--- src/rtl/pwr_rst_pkg.sv ---
package pwr_rst_pkg;

    typedef enum logic [1:0] {
        SEQ_RUN  = 2'd0,
        SEQ_LOW  = 2'd1,
        SEQ_HOLD = 2'd2
    } seq_state_t;

    typedef struct packed {
        logic busy;
        logic grant;
    } xact_stat_t;

    localparam int TRIP_W = 2;

    function automatic logic holding(input seq_state_t s);
        return s != SEQ_RUN;
    endfunction

endpackage

--- src/rtl/pwr_sync.sv ---
module pwr_sync #(
    parameter int STAGES = 2,
    parameter logic INIT = 1'b1
) (
    input  logic clk,
    input  logic rst,
    input  logic d_i,
    output logic q_o
);
    logic [STAGES-1:0] chain;

    genvar g;
    generate
        for (g = 0; g < STAGES; g++) begin : g_stage
            always_ff @(posedge clk) begin
                if (rst) chain[g] <= INIT;
                else if (g == 0) chain[g] <= d_i;
                else chain[g] <= chain[(g == 0) ? 0 : g-1];
            end
        end
    endgenerate

    assign q_o = chain[STAGES-1];
endmodule

--- src/rtl/pwr_hold_seq.sv ---
module pwr_hold_seq
    import pwr_rst_pkg::*;
#(
    parameter int HOLD_TICKS = 2,
    localparam int CW = (HOLD_TICKS > 1) ? $clog2(HOLD_TICKS) : 1
) (
    input  logic clk,
    input  logic rst,
    input  logic low_s_i,
    input  logic tick_i,
    input  logic wd_go_i,
    output logic pull_o
);
    seq_state_t    state, state_n;
    logic [CW-1:0] cnt, cnt_n;

    localparam logic [CW-1:0] LAST = CW'(HOLD_TICKS - 1);

    always_comb begin
        state_n = state;
        cnt_n   = cnt;
        if (low_s_i) begin
            state_n = SEQ_LOW;
            cnt_n   = '0;
        end else begin
            unique case (state)
                SEQ_LOW: begin
                    state_n = SEQ_HOLD;
                    cnt_n   = '0;
                end
                SEQ_HOLD: begin
                    if (wd_go_i) cnt_n = '0;
                    else if (tick_i) begin
                        if (cnt == LAST) begin
                            state_n = SEQ_RUN;
                            cnt_n   = '0;
                        end else begin
                            cnt_n = cnt + 1'b1;
                        end
                    end
                end
                default: begin
                    if (wd_go_i) begin
                        state_n = SEQ_HOLD;
                        cnt_n   = '0;
                    end
                end
            endcase
        end
    end

    always_ff @(posedge clk) begin
        if (rst) begin
            state <= SEQ_HOLD;
            cnt   <= '0;
        end else begin
            state <= state_n;
            cnt   <= cnt_n;
        end
    end

    assign pull_o = holding(state);

    // a synchronized low indication forces the reset request
    a_r2_low_pulls: assert property (@(posedge clk) disable iff (rst)
        low_s_i |=> pull_o);
    // release only on an edge that sampled a tick
    a_r3_release_on_tick: assert property (@(posedge clk) disable iff (rst)
        $fell(pull_o) |-> $past(tick_i));
    // release never directly follows a low indication
    a_r3_no_release_after_low: assert property (@(posedge clk) disable iff (rst)
        $fell(pull_o) |-> !$past(low_s_i));
    // enabled watchdog asserts the request
    a_r5_wdog_pulls: assert property (@(posedge clk) disable iff (rst)
        wd_go_i |=> pull_o);
endmodule

--- src/rtl/pwr_bus_gate.sv ---
module pwr_bus_gate
    import pwr_rst_pkg::*;
(
    input  logic       clk,
    input  logic       rst,
    input  logic       lock_i,
    input  logic       start_i,
    input  logic       done_i,
    output xact_stat_t stat_o
);
    xact_stat_t st;
    logic       accept;

    assign accept = start_i && !lock_i && !st.busy;

    always_ff @(posedge clk) begin
        if (rst) begin
            st <= '0;
        end else begin
            st.grant <= accept;
            if (accept) st.busy <= 1'b1;
            else if (done_i) st.busy <= 1'b0;
        end
    end

    assign stat_o = st;

    // no grant follows a cycle with lockout active
    a_r7_no_grant_locked: assert property (@(posedge clk) disable iff (rst)
        st.grant |-> $past(!lock_i));
    // busy persists until done
    a_r8_busy_holds: assert property (@(posedge clk) disable iff (rst)
        (st.busy && !done_i) |=> st.busy);
    // a busy interface never grants a second start
    a_r10_no_double_grant: assert property (@(posedge clk) disable iff (rst)
        st.busy |=> !st.grant);
endmodule

--- src/rtl/pwr_rst_seq.sv ---
module pwr_rst_seq
    import pwr_rst_pkg::*;
#(
    parameter int HOLD_TICKS  = 2,
    parameter int SYNC_STAGES = 2
) (
    input  logic              clk,
    input  logic              rst,
    input  logic              supply_low_i,
    input  logic [TRIP_W-1:0] trip_sel_i,
    input  logic              tick_i,
    input  logic              wdog_expire_i,
    input  logic              wdog_en_i,
    input  logic              xact_start_i,
    input  logic              xact_done_i,
    output logic              rst_pull_o,
    output logic              bus_lock_o,
    output logic              xact_grant_o,
    output logic              xact_busy_o,
    output logic [TRIP_W-1:0] trip_code_o
);
    logic       low_s;
    logic       pull;
    logic       wd_go;
    xact_stat_t xs;
    logic [TRIP_W-1:0] trip_q;

    pwr_sync #(.STAGES(SYNC_STAGES), .INIT(1'b1)) u_sync (
        .clk(clk), .rst(rst), .d_i(supply_low_i), .q_o(low_s)
    );

    assign wd_go = wdog_expire_i && wdog_en_i;

    pwr_hold_seq #(.HOLD_TICKS(HOLD_TICKS)) u_seq (
        .clk(clk), .rst(rst), .low_s_i(low_s), .tick_i(tick_i),
        .wd_go_i(wd_go), .pull_o(pull)
    );

    pwr_bus_gate u_gate (
        .clk(clk), .rst(rst), .lock_i(pull), .start_i(xact_start_i),
        .done_i(xact_done_i), .stat_o(xs)
    );

    always_ff @(posedge clk) begin
        if (rst) trip_q <= '0;
        else     trip_q <= trip_sel_i;
    end

    assign rst_pull_o   = pull;
    assign bus_lock_o   = pull;
    assign xact_grant_o = xs.grant;
    assign xact_busy_o  = xs.busy;
    assign trip_code_o  = trip_q;

    // trip code follows the select one clock later
    a_r9_trip_follow: assert property (@(posedge clk) disable iff (rst)
        $past(!rst) |-> trip_code_o == $past(trip_sel_i));
    // a disabled watchdog cannot raise the request from run
    a_r6_wdog_masked: assert property (@(posedge clk) disable iff (rst)
        (!rst_pull_o && !wdog_en_i && !low_s) |=> !rst_pull_o);
endmodule

--- config.mk ---
export PLATFORM = sky130hd
export DESIGN_NAME = pwr_rst_seq
export DESIGN_NICKNAME = d
export VERILOG_FILES = /design/src/rtl/pwr_rst_pkg.sv /design/src/rtl/pwr_sync.sv /design/src/rtl/pwr_hold_seq.sv /design/src/rtl/pwr_bus_gate.sv /design/src/rtl/pwr_rst_seq.sv
export SDC_FILE = /design/constraint.sdc
export NUM_CORES = 1
export LEC_CHECK = 0
export BUFFER_PORTS_ARGS = -buffer_cell sky130_fd_sc_hd__clkbuf_2
export CAP_MARGIN = 20
export CORE_AREA = 2 2 39 41
export CTS_BUF_LIST = sky130_fd_sc_hd__clkbuf_4
export DETAILED_ROUTE_END_ITERATION = 7
export DIE_AREA = 0 0 41 43
export GPL_TIMING_DRIVEN = 0
export PLACE_DENSITY = 0.63
export SYNTH_ARGS = -nofsm -noshare
export SYNTH_HDL_FRONTEND = slang
export SYNTH_SLANG_ARGS = --single-unit
--- constraint.sdc ---
create_clock -name clk -period 1.65 [get_ports clk]
set_input_delay 0.2475 -clock clk [delete_from_list [all_inputs] [get_ports clk]]
set_output_delay 0.2475 -clock clk [all_outputs]
set_load 0.005 [all_outputs]
Word level (Yosys, flattened, before mapping)

Cells that the tools add are included.

Register bits: 9
Input bits: 10
Logic and storage cells: 39

Add/sub/neg operators: 1
Equal/unequal tests: 6
Muxes and demuxes: 13
Reductions and logical operators: 12

Operators by type and width:

| cell                                                   | count |
|---|---|
| two-way mux 2 bit                                      | 5 |
| two-way mux 1 bit                                      | 6 |
| inequality test 3 x 2 -> 1 bit (second input constant) | 2 |
| inequality test 3 bit (second input constant)          | 2 |
| one-hot mux 2 bit (2 select lines)                     | 1 |
| AND reduction 4 bit                                    | 1 |
| nonzero test 2 bit                                     | 2 |
| nonzero test 4 bit                                     | 1 |
| logical AND 1 bit                                      | 3 |
| nonzero test 3 bit                                     | 1 |
| equality test 2 x 1 -> 1 bit (second input constant)   | 1 |
| equality test 2 bit (second input constant)            | 1 |
| logical NOT 1 bit                                      | 2 |
| one-hot mux 1 bit (2 select lines)                     | 1 |
| AND reduction 2 bit                                    | 1 |
| OR reduction 2 bit                                     | 1 |
| adder 1 bit (second input constant)                    | 1 |

Depth between registers and ports, before layout

Depth after elaboration: 5
Gate-level depth with buffers: 5
Depth with buffers taken out: 5

Hierarchy

Synthesis repeated with hierarchy kept, for this count alone.

Cells, all modules: 37
Area, all modules: 396.6 µm²

Modules (own cells, without submodules):

| module       | times used | cells an instance | area an instance (µm²) | seq. area each (µm²) |
|---|---|---|---|---|
| pwr_hold_seq | 1          | 22                | 200.2                  | 60.1 |
| pwr_bus_gate | 1          | 5                 | 77.6                   | 40.0 |
| pwr_rst_seq  | 1          | 6                 | 66.3                   | 40.0 |
| pwr_sync     | 1          | 4                 | 52.6                   | 40.0 |

Worst setup path before layout

Ideal clock, no wire load.

Kind: reg2reg
Start point: register u_seq.state[0]
End point: register u_seq.state[1]
Setup time: 115 ps
Arrival time: 1266 ps
Data required time: 1535 ps
Path slack: 268 ps
Cell stages (with the launch flop): 6
Buffers on the path: 0
Cell sequence: dfxtp_1 inv_1 ha_1 nor3b_1 a2111o_1 and3_1

Cells in the longest elaborated chain, start to end: 3

RTL lines:

| item                                                                | RTL line           | text |
|---|---|---|
| start: declaration                                                  | pwr_hold_seq.sv:14 | `seq_state_t state, state_n;` |
| start signal: assignment                                            | pwr_hold_seq.sv:57 | `state <= state_n;` |
| equality test 2 bit or equality test 2 x 1 -> 1 bit (tied branches) | pwr_hold_seq.sv:26 | `unique case (state)` |
| inequality test 3 bit (no line), or another cell as far along       | -                  |  |
| AND reduction 4 bit (no line) or two-way mux 2 bit (tied branches)  | -                  |  |

Parallel ways exist; a longest one is shown, timed or not.
A chain may end at the register's enable or synchronous reset.

Worst setup path after layout

Start point: register u_seq.state[0]
End point: register u_seq.state[0]

The elaborated chain is that of the path after synthesis.

==> metrics <==
Remaining Overflow, GRT=0; Die Ht=around 43 µm; largest net degree at the start of global routing=11; Max-Cap Viols=0; Antenna Cells=0; dpl ws=around 0.085 ns; WL/cell=just over 10 µm; final setup vio count=0; dpl cell area=513 µm²; hpwl dp=a little over 600 µm; wl on met1=roughly 330 µm; initial core utilization=just over 30%; Via density=4.85; filler cell count=150; R2R cell count=5; synth warn=0; first-pass GRT wire length=between 1000 and 1500 µm; Tcrit/Tclk final=between 90 and 100%; # DRC=0; reg2reg end=u_seq.state[0]$_SDFFE_PP0P_; Mapped Cells=44; most frequent cells in the layout=14 x clkbuf_2, 9 x dfxtp_1, 4 x nor2_1, 4 x ha_1; Routed Antenna Nets=0; synthesized area=about 420 µm²; Post-Route WL=806 µm; P&R area growth vs syn=29.3%; hold-critical path endpoint=u_sync.chain[0]$_SDFF_PP1_; Critical Path RT=around 1.8 ns; Final Slew Violations=0; GRT Total Usage=11.1%; Clock Skew=0.00193 ns; # resized after CTS=0; CTS Buffer Depth=2; number of global-route vias before repair=between 300 and 400; I/O Buffers=14; cell leakage power=around 0.26 nW; setup ws final=about 0.10 ns; Period minus WS final=roughly 1.5 ns; Setup Crit Path Kind=reg -> reg; Vias=~380; IO Count=16; TritonCTS clock tree=built; initial antenna violation count=0; relative slew slack=a little over 70%; CTS HTree Levels=1; cts bufs inserted=3; clock root cell=clkbuf_4; VDD IR max=around 0.00060 V; Max Clk Rate=about 650 MHz; Clk Latency, worst-skew pair=between 0.2 and 0.3 ns; PD cells=863 nW/µm²; core area=roughly 1400 µm²; Mapped Nets=58; register area share after synthesis=42.6%; Final Power=approximately 0.47 mW; NumNets Final=slightly below 80; number of hold buffers added after cts=0; WHS=around 0.17 ns; Top Layer Used=met3; routed wire length on met3=around 54 µm; setup bufs post-CTS=0; layout cells sized above 1=37.1%; Setup crit end kind=flop; Rows=14; outcome=finished clean; hold crit path type=in -> reg; R2R Path Start=u_seq.state[0]$_SDFFE_PP0P_; Horiz. Die Dim=~41 µm; final hold viol count=0; hold path depth=2; critical path arrival=around 1.7 ns; DR pass1 iterations=4; Yosys reg bits=9; Worst-Margin Slew=a little over 0.4 ns; clk slew on worst S/H paths=roughly 0.060 ns; Mean Syn Cell Area=between 9 and 10 µm²; Hold Startpoint=supply_low_i; met2 routed wirelength=between 400 and 500 µm; Placer Congestion=0.738; CP Max Fanout=4; Starting DRT DRC Count=6; flop2flop setup slack=0.10 ns; most common cell after layout, fill and taps aside=clkbuf_2; clock sink count=9; CP Launch Type=flop; Yosys cell types=24; Die ar.=1760 µm²; Finished Cell Area=~550 µm²
==> per-layer routing <==
layer	track usage, %	vias up
met5	0	-
met2	15.6	13
li1	-	191
met3	7.85	0
met1	13.8	174
met4	2.00	0
==> state kept, by name, indices dropped and copies added (netlist names) <==
signal	flops
trip_code_o	2
u_gate.stat_o	2
u_seq.state	2
u_seq.cnt	1
u_sync.chain	1
u_sync.q_o	1
==> cell families after synthesis <==
logic type	count (synthesis)	share of synthesized area (%)
and+or+nand+nor	17	22.2
buffers and inverters	5	5.33
AOI/OAI and AO/OA	9	18.0
adders and majority gates	4	11.8
DFF	9	42.6
==> area by class of cell <==
class	count	area, µm²	area share [%]
multi-input cells	30	226	41.4
flip-flops and latches	9	180	33.0
repair buffers	14	70.1	12.8
clock buffers	3	22.5	4.12
well taps	16	20.0	3.66
plain buffers	2	11.3	2.06
inverters	3	11.3	2.06
clock inverters	1	5.00	0.915
==> worst max-delay path, stage by stage (launching register included) <==
cell       delay [ns]
dfxtp_1          0.37
inv_1            0.09
ha_1             0.25
nor3b_1          0.18
a2111oi_1        0.44
nor3_1           0.09
==> where the power goes <==
part	internal [mW]	switching (mW)
Combinational	0.0353	0.0333
Sequential	0.229	0.00824
Clock	0.0893	0.0766
Total	0.354	0.118
==> metrics by stage <==
| stage | util, % | setup TNS, ns | cells |
|---|---|---|---|
| floorplan | - | 0 | 44 |
| global placement | 37.1 | 0 | 74 |
| detailed placement | 37.1 | 0 | 74 |
| CTS | 39.1 | 0 | 78 |
| global route | 39.5 | -0.00734 | 78 |
| finish | 39.5 | 0 | 78 |
==> cells in the mapped netlist (all sizes together) <==
cell | n | area [µm²]
nor2b | 3 | 18.8
a2111o | 1 | 11.3
nand2 | 1 | 3.75
nor2 | 4 | 15.0
nand3 | 1 | 5.00
nor3 | 2 | 10.0
a21oi | 1 | 5.00
or2 | 2 | 12.5
nand4b | 1 | 8.76
dfxtp | 9 | 180
o21ai | 1 | 5.00
buf | 1 | 7.51
clkbuf | 1 | 3.75
a21bo | 2 | 20.0
ha | 4 | 50.1
a21o | 1 | 7.51
a2111oi | 2 | 18.8
nand2b | 1 | 6.26
a211o | 1 | 8.76
and3 | 1 | 6.26
inv | 3 | 11.3
nor3b | 1 | 7.51
==> how the worst max path moves through the flow <==
stage,cells past startpoint,start,endpoint
floorplan,5,u_seq.state[0]$_SDFFE_PP0P_,u_seq.state[1]$_SDFFE_PP1P_
global placement,5,u_seq.state[0]$_SDFFE_PP0P_,u_seq.state[0]$_SDFFE_PP0P_
detailed placement,5,u_seq.state[0]$_SDFFE_PP0P_,u_seq.state[0]$_SDFFE_PP0P_
CTS,5,u_seq.state[0]$_SDFFE_PP0P_,u_seq.state[0]$_SDFFE_PP0P_
global route,5,u_seq.state[0]$_SDFFE_PP0P_,u_seq.state[0]$_SDFFE_PP0P_
finish,5,u_seq.state[0]$_SDFFE_PP0P_,u_seq.state[0]$_SDFFE_PP0P_
(Power assumes the default switching activity.)
